**config.mk**
```make
export PLATFORM = sky130hd
export DESIGN_NAME = spi_fifo_stat_irq
export DESIGN_NICKNAME = d
export VERILOG_FILES = /design/src/rtl/spi_stat_pkg.sv /design/src/rtl/spi_fifo_level.sv /design/src/rtl/spi_sticky_flag.sv /design/src/rtl/spi_fifo_stat_irq.sv
export SDC_FILE = /design/constraint.sdc
export NUM_CORES = 1
export LEC_CHECK = 0
export BUFFER_PORTS_ARGS = -buffer_cell sky130_fd_sc_hd__buf_2
export CORE_ASPECT_RATIO = 1.75
export CORE_UTILIZATION = 40
export DETAILED_ROUTE_END_ITERATION = 10
export PLACE_DENSITY = 0.75
export SYNTH_ARGS = -nofsm -noshare
export SYNTH_HDL_FRONTEND = slang
export SYNTH_SLANG_ARGS = --single-unit
export TNS_END_PERCENT = 10
```
**constraint.sdc**
```tcl
create_clock -name clk -period 3.5 [get_ports clk]
set_clock_uncertainty 0.15 [all_clocks]
set_input_delay 0 -clock clk [delete_from_list [all_inputs] [get_ports clk]]
set_output_delay 0 -clock clk [all_outputs]
set_load 0.01 [all_outputs]
```
**src/rtl/spi_stat_pkg.sv**
```systemverilog
// Shared constants for the SPI FIFO status unit.
// Bit positions are decoded by software, so their order is fixed.
package spi_stat_pkg;
    localparam int STAT_W        = 8;
    localparam int BIT_TX_EMPTY  = 0;
    localparam int BIT_TX_LOW    = 1;
    localparam int BIT_TX_FULL   = 2;
    localparam int BIT_RX_AVAIL  = 3;
    localparam int BIT_RX_HIGH   = 4;
    localparam int BIT_RX_FULL   = 5;
    localparam int BIT_RX_OVF    = 6;
    localparam int BIT_XFER_DONE = 7;
    localparam logic [STAT_W-1:0] STAT_RESET = 8'h03;

    typedef enum logic {
        SEL_STATUS = 1'b0,
        SEL_ENABLE = 1'b1
    } reg_sel_e;
endpackage

```
**src/rtl/spi_fifo_level.sv**
```systemverilog
// Occupancy tracker for one FIFO, with a watermark compare.
// Assumes push and pop are single-cycle strobes, one word each.
// A push is ignored when the FIFO is full and a pop is ignored when it
// is empty; both are judged on the count before the edge.
// MARK_IS_CEILING selects the compare: "count <= MARK" or "count >= MARK".
module spi_fifo_level #(
    parameter int DEPTH           = 64,
    parameter int MARK            = 16,
    parameter bit MARK_IS_CEILING = 1'b1
) (
    input  logic clk,
    input  logic rst_n,
    input  logic push_i,
    input  logic pop_i,
    input  logic flush_i,
    output logic mark_hit_o
);
    localparam int CNT_W = $clog2(DEPTH + 1);
    localparam logic [CNT_W-1:0] DEPTH_C = CNT_W'(DEPTH);
    localparam logic [CNT_W-1:0] MARK_C  = CNT_W'(MARK);

    logic [CNT_W-1:0] cnt_q;
    logic [CNT_W-1:0] cnt_next;
    logic             push_ok;
    logic             pop_ok;

    // Next occupancy from the accepted strobes; a flush overrides both.
    always_comb begin
        push_ok  = push_i && (cnt_q != DEPTH_C);
        pop_ok   = pop_i && (cnt_q != '0);
        cnt_next = flush_i ? '0 : (cnt_q + CNT_W'(push_ok) - CNT_W'(pop_ok));
    end

    // Occupancy register.
    always_ff @(posedge clk) begin
        if (!rst_n) cnt_q <= '0;
        else        cnt_q <= cnt_next;
    end

    // Watermark compare on the next count, so the flag can be registered
    // in the same edge as the count.
    generate
        if (MARK_IS_CEILING) begin : g_ceiling
            assign mark_hit_o = (cnt_next <= MARK_C);
        end else begin : g_floor
            assign mark_hit_o = (cnt_next >= MARK_C);
        end
    endgenerate

    assert_cnt_bound_R4: assert property (@(posedge clk) disable iff (!rst_n)
        cnt_q <= DEPTH_C);

    assert_flush_empty_R11_R12: assert property (@(posedge clk) disable iff (!rst_n)
        flush_i |=> (cnt_q == '0));

    assert_push_grows_R5: assert property (@(posedge clk) disable iff (!rst_n)
        (push_i && !pop_i && !flush_i && cnt_q != DEPTH_C) |=> (cnt_q == $past(cnt_q) + 1'b1));
endmodule

```
**src/rtl/spi_sticky_flag.sv**
```systemverilog
// One sticky status flag that software clears by writing a 1.
// Priority, highest first: flush (forces 0), then set event, then clear write.
// Assumes every input is synchronous to clk.
module spi_sticky_flag (
    input  logic clk,
    input  logic rst_n,
    input  logic set_i,
    input  logic clr_i,
    input  logic flush_i,
    output logic flag_o
);
    // Sticky state update.
    always_ff @(posedge clk) begin
        if (!rst_n)       flag_o <= 1'b0;
        else if (flush_i) flag_o <= 1'b0;
        else if (set_i)   flag_o <= 1'b1;
        else if (clr_i)   flag_o <= 1'b0;
    end

    assert_flag_set_R6_R7: assert property (@(posedge clk) disable iff (!rst_n)
        (set_i && !flush_i) |=> flag_o);

    assert_flag_hold_R8: assert property (@(posedge clk) disable iff (!rst_n)
        (flag_o && !clr_i && !flush_i) |=> flag_o);

    assert_flag_no_spurious_R8: assert property (@(posedge clk) disable iff (!rst_n)
        (!flag_o && !set_i) |=> !flag_o);
endmodule

```
**src/rtl/spi_fifo_stat_irq.sv**
```systemverilog
// Status and interrupt unit for an SPI controller with a transmit FIFO
// and a receive FIFO.
// Level flags are registered from the FIFO indications and from occupancy
// counts kept here. The overflow and done flags are sticky and are cleared
// by writing a 1. irq_o is the OR of all enabled status bits.
// Assumes all inputs are synchronous to clk and that strobes are
// single-cycle.
module spi_fifo_stat_irq
    import spi_stat_pkg::*;
#(
    parameter int FIFO_DEPTH   = 64,
    parameter int TX_LOW_MARK  = 16,
    parameter int RX_HIGH_MARK = 32
) (
    input  logic              clk,
    input  logic              rst_n,
    input  logic              tx_empty_i,
    input  logic              tx_full_i,
    input  logic              tx_push_i,
    input  logic              tx_pop_i,
    input  logic              tx_flush_i,
    input  logic              rx_empty_i,
    input  logic              rx_full_i,
    input  logic              rx_push_i,
    input  logic              rx_pop_i,
    input  logic              rx_flush_i,
    input  logic              ovf_evt_i,
    input  logic              xfer_done_i,
    input  logic              wr_en_i,
    input  logic              wr_sel_i,
    input  logic [STAT_W-1:0] wr_data_i,
    output logic [STAT_W-1:0] status_o,
    output logic [STAT_W-1:0] int_en_o,
    output logic              irq_o
);
    reg_sel_e    sel;
    logic        wr_status;
    logic        wr_enable;
    logic        tx_low_hit;
    logic        rx_high_hit;
    logic        te_q, tf_q, tlow_q, rr_q, rf_q, rhigh_q;
    logic        ovf_flag, done_flag;
    logic        ovf_set;
    logic [STAT_W-1:0] ien_q;

    // Decode the write target.
    always_comb begin
        sel       = reg_sel_e'(wr_sel_i);
        wr_status = wr_en_i && (sel == SEL_STATUS);
        wr_enable = wr_en_i && (sel == SEL_ENABLE);
        ovf_set   = ovf_evt_i || (rx_push_i && rx_full_i);
    end

    spi_fifo_level #(
        .DEPTH(FIFO_DEPTH), .MARK(TX_LOW_MARK), .MARK_IS_CEILING(1'b1)
    ) u_tx_level (
        .clk(clk), .rst_n(rst_n), .push_i(tx_push_i), .pop_i(tx_pop_i),
        .flush_i(tx_flush_i), .mark_hit_o(tx_low_hit)
    );

    spi_fifo_level #(
        .DEPTH(FIFO_DEPTH), .MARK(RX_HIGH_MARK), .MARK_IS_CEILING(1'b0)
    ) u_rx_level (
        .clk(clk), .rst_n(rst_n), .push_i(rx_push_i), .pop_i(rx_pop_i),
        .flush_i(rx_flush_i), .mark_hit_o(rx_high_hit)
    );

    // Transmit level flags; a flush forces the empty pattern.
    always_ff @(posedge clk) begin
        if (!rst_n) begin
            te_q   <= 1'b1;
            tf_q   <= 1'b0;
            tlow_q <= 1'b1;
        end else begin
            te_q   <= tx_flush_i ? 1'b1 : tx_empty_i;
            tf_q   <= tx_flush_i ? 1'b0 : tx_full_i;
            tlow_q <= tx_low_hit;
        end
    end

    // Receive level flags; a flush clears them.
    always_ff @(posedge clk) begin
        if (!rst_n) begin
            rr_q    <= 1'b0;
            rf_q    <= 1'b0;
            rhigh_q <= 1'b0;
        end else begin
            rr_q    <= rx_flush_i ? 1'b0 : !rx_empty_i;
            rf_q    <= rx_flush_i ? 1'b0 : rx_full_i;
            rhigh_q <= rx_high_hit;
        end
    end

    spi_sticky_flag u_ovf_flag (
        .clk(clk), .rst_n(rst_n), .set_i(ovf_set),
        .clr_i(wr_status && wr_data_i[BIT_RX_OVF]),
        .flush_i(rx_flush_i), .flag_o(ovf_flag)
    );

    spi_sticky_flag u_done_flag (
        .clk(clk), .rst_n(rst_n), .set_i(xfer_done_i),
        .clr_i(wr_status && wr_data_i[BIT_XFER_DONE]),
        .flush_i(1'b0), .flag_o(done_flag)
    );

    // Interrupt-enable register.
    always_ff @(posedge clk) begin
        if (!rst_n)         ien_q <= '0;
        else if (wr_enable) ien_q <= wr_data_i;
    end

    // Assemble the status word at its fixed bit positions.
    always_comb begin
        status_o                = '0;
        status_o[BIT_TX_EMPTY]  = te_q;
        status_o[BIT_TX_LOW]    = tlow_q;
        status_o[BIT_TX_FULL]   = tf_q;
        status_o[BIT_RX_AVAIL]  = rr_q;
        status_o[BIT_RX_HIGH]   = rhigh_q;
        status_o[BIT_RX_FULL]   = rf_q;
        status_o[BIT_RX_OVF]    = ovf_flag;
        status_o[BIT_XFER_DONE] = done_flag;
    end

    // Interrupt and enable outputs.
    assign int_en_o = ien_q;
    assign irq_o    = |(status_o & ien_q);

    assert_reset_state_R1: assert property (@(posedge clk)
        !rst_n |=> (status_o == STAT_RESET && int_en_o == '0 && !irq_o));

    assert_tx_follow_R2: assert property (@(posedge clk) disable iff (!rst_n)
        !tx_flush_i |=> (status_o[BIT_TX_EMPTY] == $past(tx_empty_i)
                      && status_o[BIT_TX_FULL] == $past(tx_full_i)));

    assert_rx_follow_R3: assert property (@(posedge clk) disable iff (!rst_n)
        !rx_flush_i |=> (status_o[BIT_RX_AVAIL] == !$past(rx_empty_i)
                      && status_o[BIT_RX_FULL] == $past(rx_full_i)));

    assert_enable_load_R9: assert property (@(posedge clk) disable iff (!rst_n)
        wr_enable |=> (int_en_o == $past(wr_data_i)));

    assert_tx_flush_R11: assert property (@(posedge clk) disable iff (!rst_n)
        tx_flush_i |=> (status_o[BIT_TX_EMPTY] && !status_o[BIT_TX_FULL]
                     && status_o[BIT_TX_LOW]));

    assert_rx_flush_R12: assert property (@(posedge clk) disable iff (!rst_n)
        rx_flush_i |=> (!status_o[BIT_RX_AVAIL] && !status_o[BIT_RX_FULL]
                     && !status_o[BIT_RX_HIGH] && !status_o[BIT_RX_OVF]));

    assert_irq_quiet_R10: assert property (@(posedge clk) disable iff (!rst_n)
        (int_en_o == '0) |-> !irq_o);
endmodule

```
==> out/metrics.cfg, run 1 <==
[layout]
diodes = 0
fin_util_pct = 58.8
final_cell_mix = buf_2, dlygate4sd3_1, dfxtp_1
final_common_cell = buf_2
nNetsFinal = 305
final_cells = 310
area_growth_syn_to_layout_pct = 38.2
drive_gt1_share_pct = 19.1

[timing]
tightest_slew_ps = 554
finalSetupViolations = 0
hold_violations = 2
fin_ws_ps = 392
slew_violations = 0
finalCritPeriodShare_pct = 88.8
max_slew_margin_pct = 63.0
fin_hold_ws_ps = -0.708
rsz0062_at_grt = false
max_freq_mhz = 322
period_minus_slack_ps = 3110
setup_tns_ps = 0

[routing]
dr_total_vias = 1545
drc = 0
dr.pass1.iters = 4
drtIter0Drc = 25
routed_wl_um = 4140
ant_nets = 0
wl_per_cell_um = 13.3
routed_via_density = 4.98

[floorplanning]
die_x_um = 51.0
die_y_um = 87.7
dieArea_um2 = 4470
initial_core_util_pct = 42.6
core_um2 = 3940
pin_count = 41
fp-row-count = 30

[global_route]
grt_max_degree = 13
grt_use_total_pct = 20.9
grt_pass1_wl_um = 6920
grt_pass1_vias = 1622
gr-total-overflow = 0
antenna_found_initial = 0

[power_and_ir_drop]
p_int_mw = 1.10
p_leak_nw = 1.07
pwr-share-clk_pct = 15.6
p_seq_share_pct = 26.0
power.density_nw_per_um2 = 802
power.switching_mw = 0.755
power_mw = 1.86
p_sw_share_pct = 40.6
peakVddDrop_mv = 0.768
combPwrFrac_pct = 58.4

[critical_path]
critPathCaptureType = register
r2r_cells = 13
reg2reg_to = tlow_q
r2r_slack_ps = 390
critPathArrivalTime_ps = 3150
critPathLaunch = u_tx_level.cnt_q[4]
cp.required_ps = 3550
startpoint_type = register
worstReg2RegStart = u_tx_level.cnt_q[4]
crit_type = register to register
path_max_fanout = 2

[synthesis]
syn_area_um2 = 1680
synth_largest_area_cell = dfxtp_1
ys_seq_elements = 30
synth.top_cell.area_share_pct = 35.8
netlist_instances = 190
synth_area_leaders = dfxtp_1, ha_1, inv_1
synth_seq_area_share_pct = 35.8
synth_edf_count = 0
synthFlopType = dfxtp_1
synth_warnings = 0
synth_area_per_cell_um2 = 8.83
ys_types = 35
ys_async_sr_fraction_pct = 0
synthesis.nets = 234

[min_path]
min_path_cells = 3
min_from = rst_n
min_to = u_tx_level.cnt_q[4]
hold_path_class = input pin to register

[clock_network]
clockBufferDepth = 2
htree_levels = 2
clkSinkCount = 30
numCtsBuffers = 5
clk_pin_slew_ps = 60
cts_tree = built
clock_latency_ps = 280
cts_resized = 0
clockRootBuffer = clkbuf_8

[placed_design]
port_buffers = 40
placed_cells = 266
dpl_worst_slack_ps = 381
finalWeightedCongestion = 0.807
dp_hpwl_um = 2920

[flow_run]
maxCapViolations = 0

[run_status]
violations = negative hold slack
status = finished, violations left

==> routing by layer <==
metal	share of wire (%)	track usage, %
met5	0	0
met4	3.3	9.60
met3	2.9	4.17
met2	58	41.5
met1	36	19.4
==> area by class of cell <==
class	instances	area (um^2)
Clock buffer	6	82.6
Clock inverter	2	12.5
Fill cell	350	1620
Inverter	23	86.3
Multi-Input combinational cell	125	916
Sequential cell	30	601
Tap cell	48	60.1
Timing Repair Buffer	76	561
==> synth_stat cells (4+ instances only) <==
cell type / n
a21boi_0: 10
a21oi_1: 5
a22oi_1: 4
and2_1: 4
buf_4: 8
clkbuf_1: 4
dfxtp_1: 30
ha_1: 18
inv_1: 23
nand2_1: 15
nand2b_1: 8
nand3_1: 8
nor2_1: 13
nor3_1: 5
xor2_1: 5
==> power groups by stage <==
stage          clock (mW)  combinational (mW)  sequential, mW
2_1_floorplan           0               0.859           0.475
3_3_place_gp            0                1.03           0.491
3_5_place_dp            0                1.06           0.493
4_1_cts             0.295                1.10           0.485
5_1_grt             0.308                1.24           0.494
6_report            0.290                1.09           0.483
==> worst max-delay path: stages, from the launching register on <==
cell,delay (ps)
dfxtp_1,310
inv_1,80
ha_1,150
nand2_1,70
o41a_1,320
ha_1,280
inv_1,40
ha_1,210
fa_1,410
a211o_1,330
a31oi_1,200
o21bai_1,100
xnor2_1,140
a211oi_1,230
==> stage by stage <==
step	instance area, um^2	hold WS [ps]
final	2320	-0.708
after global placement	1860	6.78
after floorplan	1680	-77.6
after CTS	2320	1.67
after global routing	2320	18.8
after detailed placement	1860	9.95
==> registers in the layout, summed over array words and instances (netlist names) <==
register,cells
te_q,1
rf_q,1
u_done_flag.flag_o,1
u_ovf_flag.flag_o,1
int_en_o,8
u_rx_level.cnt_q,7
u_tx_level.cnt_q,7
tf_q,1
tlow_q,1
rr_q,1
rhigh_q,1
==> what timing repair did <==
item | 4_1_cts | 5_1_grt
hold buffers | 36 | 0
hold endpoints to repair | 20 | 0
setup buffers | 0 | 0
==> cell families (layout without fill, tap and decap cells) <==
| group | after synthesis | in the layout | share of synthesized area, % |
|---|---|---|---|
| buffers and inverters | 35 | 107 | 9.62 |
| xor gates and xnor gates | 8 | 8 | 4.18 |
| and+or+nand+nor | 60 | 60 | 17.8 |
| AOI/OAI and AO/OA | 36 | 36 | 16.2 |
| adders and majority gates | 20 | 20 | 15.8 |
| muxes | 1 | 1 | 0.597 |
| DFF | 30 | 30 | 35.8 |
==> worst max-delay path by stage <==
stage	slack (ps)	depth (start not counted)	endpoint
2_1_floorplan	640	13	tlow_q
3_3_place_gp	400	13	tlow_q
3_5_place_dp	380	13	tlow_q
4_1_cts	370	13	tlow_q
5_1_grt	220	13	tlow_q
6_report	390	13	tlow_q
Power figures use the tool's default switching activity.
==> run 2: changes to the inputs <==
HOLD_SLACK_MARGIN = 0.06   (was unset)
==> out/metrics.cfg, run 2 (synthesis gave the netlist of run 1 again) <==
[critical_path]
slowest_delay_ps = 410  ; about the same
crit_type = register to register  ; unchanged
r2r_slack_ps = 390  ; about the same
path_max_fanout = 2  ; unchanged
cp_cell_sequence = inv_1, ha_1, nand2_1, o41a_1, ha_1, inv_1, ha_1, fa_1, a211o_1, a31oi_1, o21bai_1, xnor2_1, a211oi_1  ; unchanged
critPathLaunch = u_tx_level.cnt_q[4]  ; unchanged
critPathArrivalTime_ps = 3150  ; about the same
cp_num_buf_inv = 2  ; unchanged
worstReg2RegStart = u_tx_level.cnt_q[4]  ; unchanged
startpoint_type = register  ; unchanged
crit_top_cell = ha_1  ; unchanged
critPathTopFamily = compound AO/OA/AOI/OAI gates  ; unchanged
critPathCaptureType = register  ; unchanged
crit_slowest_cell = fa_1  ; unchanged
cp.required_ps = 3550  ; about the same

[floorplanning]
die_x_um = 51.0  ; unchanged
fp-row-count = 30  ; unchanged
die_y_um = 87.7  ; unchanged
pin_count = 41  ; unchanged
dieArea_um2 = 4470  ; unchanged
core_um2 = 3940  ; unchanged
initial_core_util_pct = 42.6  ; unchanged

[power_and_ir_drop]
peakVddDrop_mv = 0.767  ; was 0.768 mV
power.density_nw_per_um2 = 799  ; was 802 nW/um^2
p_leak_nw = 1.08  ; was 1.07 nW

[timing]
period_minus_slack_ps = 3110  ; about the same
setup_tns_ps = 0  ; unchanged
finalCritPeriodShare_pct = 88.8  ; about the same
slew_violations = 0  ; unchanged
hold_violations = 0  ; was 2
finalSetupViolations = 0  ; unchanged
rsz0062_at_grt = false  ; unchanged
max_slew_margin_pct = 63.1  ; was 63.0%
max_freq_mhz = 322  ; about the same
tightest_slew_ps = 552  ; was 554 ps

[clock_network]
numCtsBuffers = 5  ; unchanged
clockRootBuffer = clkbuf_8  ; unchanged
clkSinkCount = 30  ; unchanged
post_cts_buffers = 0  ; unchanged
clock_latency_ps = 280  ; about the same
clockBufferDepth = 2  ; unchanged
htree_levels = 2  ; unchanged
clk_pin_slew_ps = 60  ; about the same
cts_tree = built  ; unchanged

[routing]
routed_wl_um = 4140  ; about the same
ant_nets = 0  ; unchanged
dr_total_vias = 1553  ; was 1545
drc = 0  ; unchanged
wl_per_cell_um = 13.3  ; about the same
drtIter0Drc = 26  ; was 25
dr.pass1.iters = 4  ; unchanged
routed_via_density = 4.99  ; was 4.98

[layout]
area_growth_syn_to_layout_pct = 38.8  ; was 38.2%
diodes = 0  ; unchanged
largest_register_ffs = 8  ; unchanged
final_cell_mix = buf_2, dlygate4sd3_1, dfxtp_1  ; unchanged
nNetsFinal = 306  ; was 305
final_common_cell = buf_2  ; unchanged
drive_gt1_share_pct = 19.0  ; was 19.1%
final_cells = 311  ; was 310

[placed_design]
placed_cells = 266  ; unchanged
dp_hpwl_um = 2920  ; unchanged
finalWeightedCongestion = 0.807  ; unchanged
port_buffers = 40  ; unchanged

[global_route]
gr-total-overflow = 0  ; unchanged
grt_pass1_wl_um = 6930  ; was 6920 um
antenna_found_initial = 0  ; unchanged
grt_max_degree = 13  ; unchanged
grt_pass1_vias = 1629  ; was 1622
grt_use_total_pct = 20.9  ; unchanged

[min_path]
min_from = rst_n  ; unchanged
hold_path_class = input pin to register  ; unchanged

[flow_run]
maxCapViolations = 0  ; unchanged

[run_status]
status = complete, no violations  ; was finished, violations left

-- run 2: cell count changes in the layout (fill, tap and decap cells not counted) --
cell,previous run,this run
dlygate4sd3_1,36,37
-- run 2: power breakdown --
group | total, mW | switching [mW] | internal (mW)
Clock | 0.290 | 0.132 | 0.158
Combinational | 1.09 | 0.563 | 0.525
Sequential | 0.483 | 0.0601 | 0.423
Total | 1.86 | 0.755 | 1.11
-- run 2: area by class of cell --
| type | instances | area [um^2] |
|---|---|---|
| clock buffers | 6 | 82.6 |
| clock inverters | 2 | 12.5 |
| fillers | 349 | 1610 |
| inverters | 23 | 86.3 |
| multi-input cells | 125 | 916 |
| flip-flops and latches | 30 | 601 |
| well taps | 48 | 60.1 |
| repair buffers | 77 | 571 |
-- run 2: repair_timing --
action,4_1_cts,5_1_grt
hold buffers,37,0
gates resized for setup,0,0
hold endpoints to repair,22,0
-- run 2: tightest hold or removal path, cell delays in order --
cell and delay (ps):
buf_2 170, nand2b_1 110, a311oi_1 60, a211oi_1 160
-- run 2: final timing paths --
| check | to | cells after the start |
|---|---|---|
| hold / removal | tlow_q | 4 |
| hold reg to reg | u_rx_level.cnt_q[6] | 3 |
| setup / recovery | tlow_q | 13 |
| setup reg to reg | tlow_q | 13 |
-- run 2: per-stage QoR --
step	hold slack (ps)	cell area, um^2	utilization (%)	power, mW	worst slack (ps)
floorplan	-77.6	1680	-	1.33	643
global placement	6.78	1860	47.3	1.52	405
detailed placement	9.95	1860	47.3	1.55	381
CTS	127	2330	59.1	1.88	370
global route	159	2330	59.1	2.04	224
finish	113	2330	59.1	1.86	392
-- run 2: metal layers --
layer  GRT usage [%]  wire, um
met1            19.3      1500
met2            41.6      2380
met3            4.17       117
met4            9.60       138
met5               0         0
==> run 3: changes to the inputs <==
GPL_TIMING_DRIVEN = 0   (was unset)
==> out/metrics.cfg, run 3 (synthesis gave the netlist of run 1 again) <==
[clock_network]
cts_tree = built  ; unchanged
clock_latency_ps = 280  ; about the same
clkSinkCount = 30  ; unchanged
numCtsBuffers = 5  ; unchanged
clockBufferDepth = 2  ; unchanged
htree_levels = 2  ; unchanged
clk_pin_slew_ps = 70  ; was 60 ps
post_cts_buffers = 0  ; unchanged
clockRootBuffer = clkbuf_8  ; unchanged

[timing]
rsz0062_at_grt = false  ; unchanged
setup_tns_ps = 0  ; unchanged
slew_violations = 0  ; unchanged
finalCritPeriodShare_pct = 89.5  ; was 88.8%
max_slew_margin_pct = 65.3  ; was 63.1%
max_freq_mhz = 319  ; was 322 MHz
tightest_slew_ps = 519  ; was 552 ps
hold_violations = 0  ; unchanged
period_minus_slack_ps = 3130  ; was 3110 ps
finalSetupViolations = 0  ; unchanged

[layout]
final_common_cell = buf_2  ; unchanged
final_cell_mix = buf_2, dfxtp_1, dlygate4sd3_1  ; was buf_2, dlygate4sd3_1, dfxtp_1
diodes = 0  ; unchanged
nNetsFinal = 308  ; was 306
area_growth_syn_to_layout_pct = 38.7  ; was 38.8%
largest_register_ffs = 8  ; unchanged
fin_util_pct = 59.0  ; was 59.1%
drive_gt1_share_pct = 21.1  ; was 19.0%
fillCellCount = 352  ; was 349

[global_route]
grt_max_degree = 11  ; was 13
antenna_found_initial = 0  ; unchanged
grt_use_total_pct = 20.1  ; was 20.9%
grt_pass1_wl_um = 6730  ; was 6930 um
grt_pass1_vias = 1596  ; was 1629
gr-total-overflow = 0  ; unchanged

[critical_path]
crit_top_cell = ha_1  ; unchanged
critPathCaptureType = register  ; unchanged
crit_type = register to register  ; unchanged
critPathArrivalTime_ps = 3180  ; was 3150 ps
cp_cell_sequence = inv_1, ha_1, nand2_1, o41a_1, ha_1, inv_1, ha_1, fa_1, a211o_1, a31oi_1, o21bai_1, xnor2_1, a211oi_1  ; unchanged
startpoint_type = register  ; unchanged
cp_num_buf_inv = 2  ; unchanged
critPathTopFamily = compound AO/OA/AOI/OAI gates  ; unchanged
crit_slowest_cell = fa_1  ; unchanged
slowest_delay_ps = 420  ; was 410 ps
cp.required_ps = 3550  ; about the same
path_max_fanout = 2  ; unchanged

[routing]
wl_per_cell_um = 12.6  ; was 13.3 um
dr_total_vias = 1558  ; was 1553
routed_wl_um = 3950  ; was 4140 um
routed_via_density = 4.98  ; was 4.99
ant_nets = 0  ; unchanged
drc = 0  ; unchanged
drtIter0Drc = 15  ; was 26
dr.pass1.iters = 4  ; unchanged

[floorplanning]
core_um2 = 3940  ; unchanged
die_x_um = 51.0  ; unchanged
dieArea_um2 = 4470  ; unchanged
pin_count = 41  ; unchanged
initial_core_util_pct = 42.6  ; unchanged
die_y_um = 87.7  ; unchanged
fp-row-count = 30  ; unchanged

[power_and_ir_drop]
peakVddDrop_mv = 0.671  ; was 0.767 mV
p_leak_nw = 1.07  ; was 1.08 nW
power_mw = 1.92  ; was 1.86 mW
power.density_nw_per_um2 = 823  ; was 799 nW/um^2

[flow_run]
maxCapViolations = 0  ; unchanged

[placed_design]
finalWeightedCongestion = 0.787  ; was 0.807
port_buffers = 38  ; was 40
dp_hpwl_um = 2810  ; was 2920 um

[min_path]
hold_path_class = input pin to register  ; unchanged

[run_status]
status = complete, no violations  ; unchanged

[run 3: cell types whose count changed in the layout (fill, tap and decap cells not counted)]
cell	previous run	this run
clkbuf_8	6	5
bufinv_16	0	1
buf_2	40	38
clkbuf_1	0	4
dlygate4sd3_1	37	29
clkinv_2	1	2
buf_4	0	8
clkinvlp_4	1	0
[run 3: worst paths after layout]
kind                                     startpoint                   to  slack [ps]  cells past startpoint
worst max-delay path            u_tx_level.cnt_q[3]               tlow_q         370                     13
worst min-delay path                          rst_n  u_tx_level.cnt_q[6]         100                      3
worst max register to register  u_tx_level.cnt_q[3]               tlow_q         370                     13
worst min register to register          int_en_o[7]          int_en_o[7]         330                      2
[run 3: through the flow]
step,cells,cell area [um^2],hold WS [ps],worst slack (ps)
2_1_floorplan,190,1680,-77.6,643
3_3_place_gp,276,1930,11.9,406
3_5_place_dp,276,1930,20.1,340
4_1_cts,313,2330,98.7,329
5_1_grt,313,2330,116,222
6_report,313,2330,101,369
[run 3: final cells by class]
class                      count  area, um^2  area share, %
clock inverter                 3        40.0           1.72
tap                           48        60.1           2.58
buffer                        12        75.1           3.23
clock buffer                   5        68.8           2.96
sequential                    30         601           25.8
multi-input combinational    125         916           39.4
timing repair buffer          67         480           20.6
inverter                      23        86.3           3.71
[run 3: repair_timing]
action | in CTS | in global routing
endpoints found under the hold margin | 22 | 0
hold buffers | 29 | 0
gates resized for setup | 0 | 0
[run 3: where the power goes]
group | total (mW) | internal, mW | leakage (nW) | switching [mW]
registers | 0.481 | 0.423 | 0.246 | 0.0576
logic | 1.09 | 0.532 | 0.766 | 0.558
clock network | 0.345 | 0.209 | 0.0579 | 0.136
total | 1.92 | 1.16 | 1.07 | 0.751
[run 3: tightest hold or removal path: stages]
cell	delay, ps
buf_2	120
nor2b_1	210
and2_1	160
[run 3: per-layer routing]
metal  wire, um  vias to the layer above  part of all wire (%)  global-route usage, %
met5          0                        -                     0                      0
li1           -                      776                     -                      -
met1       1460                      739                    37                   19.6
met2       2260                       36                    57                   38.4
met3        141                        7                   3.6                   4.86
met4         83                        0                   2.1                   8.84
